[config.mk]
export PLATFORM = sky130hd
export DESIGN_NAME = keyed_wdt
export DESIGN_NICKNAME = d
export VERILOG_FILES = /design/src/rtl/wdt_pkg.sv /design/src/rtl/wdt_posted.sv /design/src/rtl/wdt_prescale.sv /design/src/rtl/wdt_keyseq.sv /design/src/rtl/keyed_wdt.sv
export SDC_FILE = /design/constraint.sdc
export NUM_CORES = 1
export LEC_CHECK = 0
export CORE_MARGIN = 2
export CORE_UTILIZATION = 69
export DETAILED_ROUTE_END_ITERATION = 12
export DONT_BUFFER_PORTS = 1
export PLACE_DENSITY = 0.85
export SETUP_SLACK_MARGIN = 0.1
export SLEW_MARGIN = 20
export SYNTH_ARGS = -nofsm -noshare
export SYNTH_HDL_FRONTEND = slang
export SYNTH_SLANG_ARGS = --single-unit
export TNS_END_PERCENT = 30
[constraint.sdc]
create_clock -name clk -period 5.73 [get_ports clk]
set_clock_uncertainty 0.2 [all_clocks]
set_input_delay 0.2865 -clock clk [delete_from_list [all_inputs] [get_ports clk]]
set_output_delay 0.2865 -clock clk [all_outputs]
set_load 0.005 [all_outputs]
[src/rtl/wdt_pkg.sv]
package wdt_pkg;
   localparam logic [7:0] A_REV   = 8'h00;
   localparam logic [7:0] A_SYS   = 8'h10;
   localparam logic [7:0] A_STAT  = 8'h14;
   localparam logic [7:0] A_CTRL  = 8'h24;
   localparam logic [7:0] A_CNT   = 8'h28;
   localparam logic [7:0] A_LOAD  = 8'h2C;
   localparam logic [7:0] A_TRIG  = 8'h30;
   localparam logic [7:0] A_PEND  = 8'h34;
   localparam logic [7:0] A_KEY   = 8'h48;

   localparam logic [31:0] KEY_RUN1  = 32'h0000_BBBB;
   localparam logic [31:0] KEY_RUN2  = 32'h0000_4444;
   localparam logic [31:0] KEY_HALT1 = 32'h0000_AAAA;
   localparam logic [31:0] KEY_HALT2 = 32'h0000_5555;

   // posted slot indices and the pending bit each one drives
   localparam int N_SLOTS = 4;
   localparam int S_CTRL = 0;
   localparam int S_LOAD = 1;
   localparam int S_TRIG = 2;
   localparam int S_KEY  = 3;

   typedef enum logic [1:0] {
      KS_IDLE,
      KS_RUN_ARMED,
      KS_HALT_ARMED
   } key_state_t;
endpackage

[src/rtl/wdt_posted.sv]
module wdt_posted #(
   parameter int DW         = 32,
   parameter int PEND_TICKS = 2
) (
   input  logic          clk,
   input  logic          rst_n,
   input  logic          slow_tick,
   input  logic          wr,
   input  logic [DW-1:0] wdata,
   output logic          busy,
   output logic          commit,
   output logic [DW-1:0] cdata
);
   localparam int CW = $clog2(PEND_TICKS + 1);
   localparam logic [CW-1:0] LAST = CW'(PEND_TICKS - 1);

   if (PEND_TICKS < 1) begin : g_bad_pend
      $error("wdt_posted: PEND_TICKS must be at least 1");
   end

   logic [CW-1:0] ticks_q;

   assign commit = busy && slow_tick && (ticks_q == LAST);

   always_ff @(posedge clk or negedge rst_n) begin
      if (!rst_n) begin
         busy    <= 1'b0;
         ticks_q <= '0;
         cdata   <= '0;
      end else if (!busy) begin
         if (wr) begin
            busy    <= 1'b1;
            ticks_q <= '0;
            cdata   <= wdata;
         end
      end else if (slow_tick) begin
         if (ticks_q == LAST) busy <= 1'b0;
         else                 ticks_q <= ticks_q + 1'b1;
      end
   end
endmodule

[src/rtl/wdt_prescale.sv]
module wdt_prescale #(
   parameter int EXP_W = 3
) (
   input  logic             clk,
   input  logic             rst_n,
   input  logic             slow_tick,
   input  logic             restart,
   input  logic             en,
   input  logic [EXP_W-1:0] exp_sel,
   output logic             cnt_tick
);
   localparam int DIV_W = (1 << EXP_W) - 1;

   if (EXP_W < 1 || EXP_W > 4) begin : g_bad_exp
      $error("wdt_prescale: EXP_W must lie in 1..4");
   end

   logic [DIV_W-1:0] div_q;
   logic [DIV_W-1:0] mask;

   // shifting out of range wraps to zero, so mask becomes all ones
   assign mask     = (DIV_W'(1) << exp_sel) - DIV_W'(1);
   assign cnt_tick = slow_tick && (!en || ((div_q & mask) == mask));

   always_ff @(posedge clk or negedge rst_n) begin
      if (!rst_n)         div_q <= '0;
      else if (restart)   div_q <= '0;
      else if (slow_tick) div_q <= div_q + 1'b1;
   end
endmodule

[src/rtl/wdt_keyseq.sv]
module wdt_keyseq
   import wdt_pkg::*;
(
   input  logic        clk,
   input  logic        rst_n,
   input  logic        commit,
   input  logic [31:0] word,
   output logic        running,
   output logic        start_pulse
);
   key_state_t st_q;

   assign start_pulse = commit && (st_q == KS_RUN_ARMED) && (word == KEY_RUN2);

   always_ff @(posedge clk or negedge rst_n) begin
      if (!rst_n) begin
         st_q    <= KS_IDLE;
         running <= 1'b0;
      end else if (commit) begin
         st_q <= KS_IDLE;
         unique case (st_q)
            KS_IDLE: begin
               if (word == KEY_RUN1)       st_q <= KS_RUN_ARMED;
               else if (word == KEY_HALT1) st_q <= KS_HALT_ARMED;
            end
            KS_RUN_ARMED:  if (word == KEY_RUN2)  running <= 1'b1;
            KS_HALT_ARMED: if (word == KEY_HALT2) running <= 1'b0;
            default: st_q <= KS_IDLE;
         endcase
      end
   end
endmodule

[src/rtl/keyed_wdt.sv]
module keyed_wdt
   import wdt_pkg::*;
#(
   parameter int          EXP_W      = 3,
   parameter int          PEND_TICKS = 2,
   parameter logic [31:0] REVISION   = 32'h0000_0031
) (
   input  logic        clk,
   input  logic        rst_n,
   input  logic        slow_tick,
   input  logic        we,
   input  logic [7:0]  addr,
   input  logic [31:0] wdata,
   output logic [31:0] rdata,
   output logic        rst_req
);
   localparam int DW = 32;
   localparam logic [7:0] SLOT_ADDR [N_SLOTS] = '{A_CTRL, A_LOAD, A_TRIG, A_KEY};

   if (EXP_W != 3) begin : g_bad_field
      $error("keyed_wdt: control layout needs a 3-bit exponent");
   end

   logic [N_SLOTS-1:0] busy;
   logic [N_SLOTS-1:0] commit;
   logic [DW-1:0]      cdata [N_SLOTS];

   for (genvar g = 0; g < N_SLOTS; g++) begin : g_slot
      wdt_posted #(.DW(DW), .PEND_TICKS(PEND_TICKS)) u_slot (
         .clk       (clk),
         .rst_n     (rst_n),
         .slow_tick (slow_tick),
         .wr        (we && (addr == SLOT_ADDR[g])),
         .wdata     (wdata),
         .busy      (busy[g]),
         .commit    (commit[g]),
         .cdata     (cdata[g])
      );
   end

   logic [4:0]       wpend_w;
   logic             pre_en_q;
   logic [EXP_W-1:0] pre_exp_q;
   logic             sys_idle_q;
   logic [DW-1:0]    load_q, trig_q, counter_q;
   logic             running, start_pulse, cnt_tick;

   assign wpend_w = {busy[S_KEY], busy[S_TRIG], busy[S_LOAD], 1'b0, busy[S_CTRL]};

   wdt_keyseq u_keys (
      .clk         (clk),
      .rst_n       (rst_n),
      .commit      (commit[S_KEY]),
      .word        (cdata[S_KEY]),
      .running     (running),
      .start_pulse (start_pulse)
   );

   wdt_prescale #(.EXP_W(EXP_W)) u_pre (
      .clk       (clk),
      .rst_n     (rst_n),
      .slow_tick (slow_tick),
      .restart   (commit[S_CTRL] || start_pulse),
      .en        (pre_en_q),
      .exp_sel   (pre_exp_q),
      .cnt_tick  (cnt_tick)
   );

   always_ff @(posedge clk or negedge rst_n) begin
      if (!rst_n) begin
         pre_en_q   <= 1'b0;
         pre_exp_q  <= '0;
         sys_idle_q <= 1'b0;
         load_q     <= '0;
      end else begin
         if (we && addr == A_SYS) sys_idle_q <= wdata[0];
         if (commit[S_CTRL]) begin
            pre_en_q  <= cdata[S_CTRL][5];
            pre_exp_q <= cdata[S_CTRL][4:2];
         end
         if (commit[S_LOAD]) load_q <= cdata[S_LOAD];
      end
   end

   always_ff @(posedge clk or negedge rst_n) begin
      if (!rst_n) begin
         counter_q <= '0;
         trig_q    <= '0;
         rst_req   <= 1'b0;
      end else begin
         rst_req <= 1'b0;
         if (commit[S_TRIG] && cdata[S_TRIG] != trig_q) begin
            counter_q <= load_q;
            trig_q    <= cdata[S_TRIG];
         end else if (cnt_tick && running) begin
            if (&counter_q) begin
               counter_q <= load_q;
               rst_req   <= 1'b1;
            end else begin
               counter_q <= counter_q + 1'b1;
            end
         end
      end
   end

   always_comb begin
      unique case (addr)
         A_REV:   rdata = REVISION;
         A_SYS:   rdata = {31'd0, sys_idle_q};
         A_STAT:  rdata = 32'd1;
         A_CTRL:  rdata = {26'd0, pre_en_q, pre_exp_q, 2'b00};
         A_CNT:   rdata = counter_q;
         A_LOAD:  rdata = load_q;
         A_TRIG:  rdata = trig_q;
         A_PEND:  rdata = {27'd0, wpend_w};
         default: rdata = '0;
      endcase
   end
endmodule

==> impl_metrics.env <==
export IMPL_outcome="finished with violations"
export IMPL_violations="negative hold slack"
export IMPL_synth_compound_area_share_pct=9.98
export IMPL_reg2reg_from="trig_q[26]"
export IMPL_gr_total_overflow=0
export IMPL_tns_ps=0
export IMPL_syn_area_per_cell_um2=10.8
export IMPL_area_delta_synth_final_pct=11.2
export IMPL_ys_ff_latch=224
export IMPL_initial_core_util_pct=70.5
export IMPL_drtPass1Iterations=6
export IMPL_fin_hold_ws_ps=-743
export IMPL_clockBufferDepth=3
export IMPL_ctsResizeCount=0
export IMPL_rsz0062_at_grt="no"
export IMPL_grt_pass1_wl_um=48600
export IMPL_diodes=0
export IMPL_synth_distinct_cells=75
export IMPL_cts_buffers=24
export IMPL_drive_gt1_share_pct=19.7
export IMPL_yosysSeqAreaShare_pct=50.2
export IMPL_finalCritPeriodShare_pct=63.7
export IMPL_synth_top_family_by_area="simple AND/OR/NAND/NOR gates"
export IMPL_clk_latency_ps=520
export IMPL_first_iter_violations=1164
export IMPL_synth_most_common_cell="dfrtp_1"
export IMPL_netlist_instances=1033
export IMPL_numPortBuffers=0
export IMPL_synth_xor_area_share_pct=2.98
export IMPL_hp_class="input pin to asynchronous set/reset pin"
export IMPL_finalNetCount=1107
export IMPL_fin_crit_ps=3650
export IMPL_path_max_fanout=27
export IMPL_drt_wl_total_um=30300
export IMPL_slew_violations=0
export IMPL_std_cell_rows=46
export IMPL_yosysWarnings=0
export IMPL_cts_htree_levels=1
export IMPL_synth_top_cell_by_area="dfrtp_1"
export IMPL_max_freq_ghz=0.274
export IMPL_fin_util_pct=78.4
export IMPL_path_class="flop to flop"
export IMPL_worstMarginPinSlew_ps=1010
export IMPL_wire_per_inst_um=23.6
export IMPL_synthAdderAreaFrac_pct=1.12
export IMPL_mappedNetlistNets=1087
export IMPL_synthMuxAreaShare_pct=15.8
export IMPL_fillers=937
export IMPL_track_usage_pct=35.6
export IMPL_routed_via_density=6.90
export IMPL_synth_area_um2=11200
export IMPL_grt_pass1_vias=8602
export IMPL_dp_hpwl_um=19600
export IMPL_place_congestion=0.995
export IMPL_power_density_nw_per_um2=315
export IMPL_slew_headroom_pct=32.0
export IMPL_critPathLaunchType="flop"
export IMPL_synthArstFlopShare_pct=100
export IMPL_clock_sinks=224
export IMPL_synth_main_ff_cell="dfrtp_1"
export IMPL_placedCellCount=1206
export IMPL_synth_top_cell_area_share_pct=50.2
export IMPL_die_w_um=131
export IMPL_setup_violations_final=0
export IMPL_synth_edf_count=0
export IMPL_ir_drop_uv=280
export IMPL_hold_viol_final=224
export IMPL_drc=0
export IMPL_end_kind="flop"
export IMPL_rr_endpoint="counter_q[31]"
export IMPL_timing_reg2reg_setup_slack_ps=2080
export IMPL_io_pins=77
export IMPL_path_clk_slew_ps=60
export IMPL_leakage_nw=5.89
export IMPL_crit_required_ps=5940
export IMPL_instances_no_fill=1284
export IMPL_dieHeight_um=131
export IMPL_yosys_area_share_simple_pct=16.7
export IMPL_ff2ff_path_depth=7
export IMPL_die_area_um2=17200
export IMPL_worstPathArrival_ps=3860
export IMPL_synthTopCellsByArea="dfrtp_1 50%, mux2_2 14%, nand2_1 7.1%, xnor2_1 2.7%, a22oi_1 2.1%"
export IMPL_cts_root_buf="clkbuf_16"
export IMPL_via_count=8861
export IMPL_core_um2=15800
export IMPL_grt_max_degree=225
export IMPL_cts_tree="yes"
export IMPL_max_cap_viol_count=0
export IMPL_synth_common_cells="224 x dfrtp_1, 212 x nand2_1, 142 x mux2_2"
export IMPL_cts_hold_buf=37
export IMPL_cts_setup_buffers=0
export IMPL_ant_nets=0
export IMPL_antenna_found_initial=0
cell families (layout without fill, tap and decap cells):
| kind of cell | after synthesis | in the layout |
|---|---|---|
| simple gates | 381 | 381 |
| flops | 224 | 224 |
| mux | 157 | 157 |
| compound gates | 139 | 139 |
| buf+inv | 84 | 119 |
| xor+xnor | 38 | 38 |
| fa+ha+maj | 10 | 10 |
flip-flops by register name, summed over array words and instances (netlist names):
| name | count |
|---|---|
| g_slot.u_slot.cdata | 100 |
| counter_q | 32 |
| load_q | 32 |
| trig_q | 32 |
| g_slot.u_slot.ticks_q | 8 |
| u_pre.div_q | 7 |
| g_slot.u_slot.busy | 4 |
| pre_exp_q | 3 |
| u_keys.st_q | 2 |
| pre_en_q | 1 |
| rst_req | 1 |
| sys_idle_q | 1 |
| u_keys.running | 1 |
how the worst max path moves through the flow:
| stage | slack, ps | depth (start not counted) | from | to |
|---|---|---|---|---|
| finish | 2080 | 7 | trig_q[26] | counter_q[31] |
| global route | 1930 | 7 | g_slot[2].u_slot.cdata[26] | counter_q[31] |
| CTS | 2280 | 7 | pre_exp_q[2] | counter_q[9] |
| detailed placement | 2290 | 7 | pre_exp_q[2] | counter_q[20] |
| global placement | 2390 | 7 | pre_exp_q[2] | counter_q[3] |
| floorplan | 2820 | 9 | pre_exp_q[2] | counter_q[26] |
layout make-up:
cell class,instances,area [um2],share of cell area (%)
Tap cell,216,270,2.18
Clock buffer,39,727,5.86
Timing Repair Buffer,47,445,3.59
Clock inverter,2,27.5,0.222
Inverter,31,116,0.938
Sequential cell,224,5610,45.2
Multi-Input combinational cell,725,5220,42.0
placed cells by master (no fill, tap or decap), types with 4 or more instances in the layout:
| cell | instances |
|---|---|
| a22oi_1 | 31 |
| and3_1 | 7 |
| nand3_1 | 33 |
| nor4b_1 | 6 |
| a31oi_1 | 4 |
| or4_1 | 6 |
| inv_1 | 31 |
| nand2b_1 | 6 |
| a2bb2oi_1 | 9 |
| clkbuf_8 | 7 |
| a211oi_1 | 15 |
| nand2_1 | 212 |
| nor3_1 | 10 |
| mux2i_1 | 13 |
| dfrtp_1 | 224 |
| a221o_1 | 4 |
| ha_1 | 10 |
| a22o_1 | 5 |
| o21ai_0 | 7 |
| clkbuf_1 | 8 |
| a221oi_1 | 7 |
| dlygate4sd3_1 | 37 |
| nand4_1 | 30 |
| a32o_1 | 4 |
| nand3b_1 | 4 |
| nor4_1 | 11 |
| o211ai_1 | 5 |
| o22ai_1 | 6 |
| mux2_2 | 142 |
| clkbuf_16 | 24 |
| buf_4 | 10 |
| xnor2_1 | 35 |
| a21oi_1 | 10 |
| nor2_1 | 24 |
critical path, cell delays in order, from the launching register on:
cell	delay, ps
dfrtp_1	430
xnor2_1	450
nand4_1	210
nor4_2	540
a21bo_2	550
buf_4	430
o21ai_2	300
a221o_1	410
power breakdown:
group          internal [mW]  switching, mW  total, mW
sequential              1.73          0.193       1.92
clock                  0.865          0.622       1.49
combinational          0.259          0.243      0.502
through the flow:
| stage | instance area [um2] | worst slack (ps) | power, mW |
|---|---|---|---|
| floorplan | 11200 | 2820 | 2.27 |
| global placement | 11300 | 2390 | 2.36 |
| detailed placement | 11300 | 2290 | 2.39 |
| CTS | 12400 | 2280 | 3.90 |
| global route | 12400 | 1930 | 4.06 |
| finish | 12400 | 2080 | 3.91 |
layer usage:
metal	part of all wire, %	vias up	GRT usage [%]	routed length [um]
met5	0	-	0	0
met4	4.6	0	13.5	1400
li1	-	3794	-	-
met2	46	539	55.6	13900
met3	9.7	101	5.44	2950
met1	40	4427	51.2	12100
No activity file was read; power rests on OpenSTA's default activity.
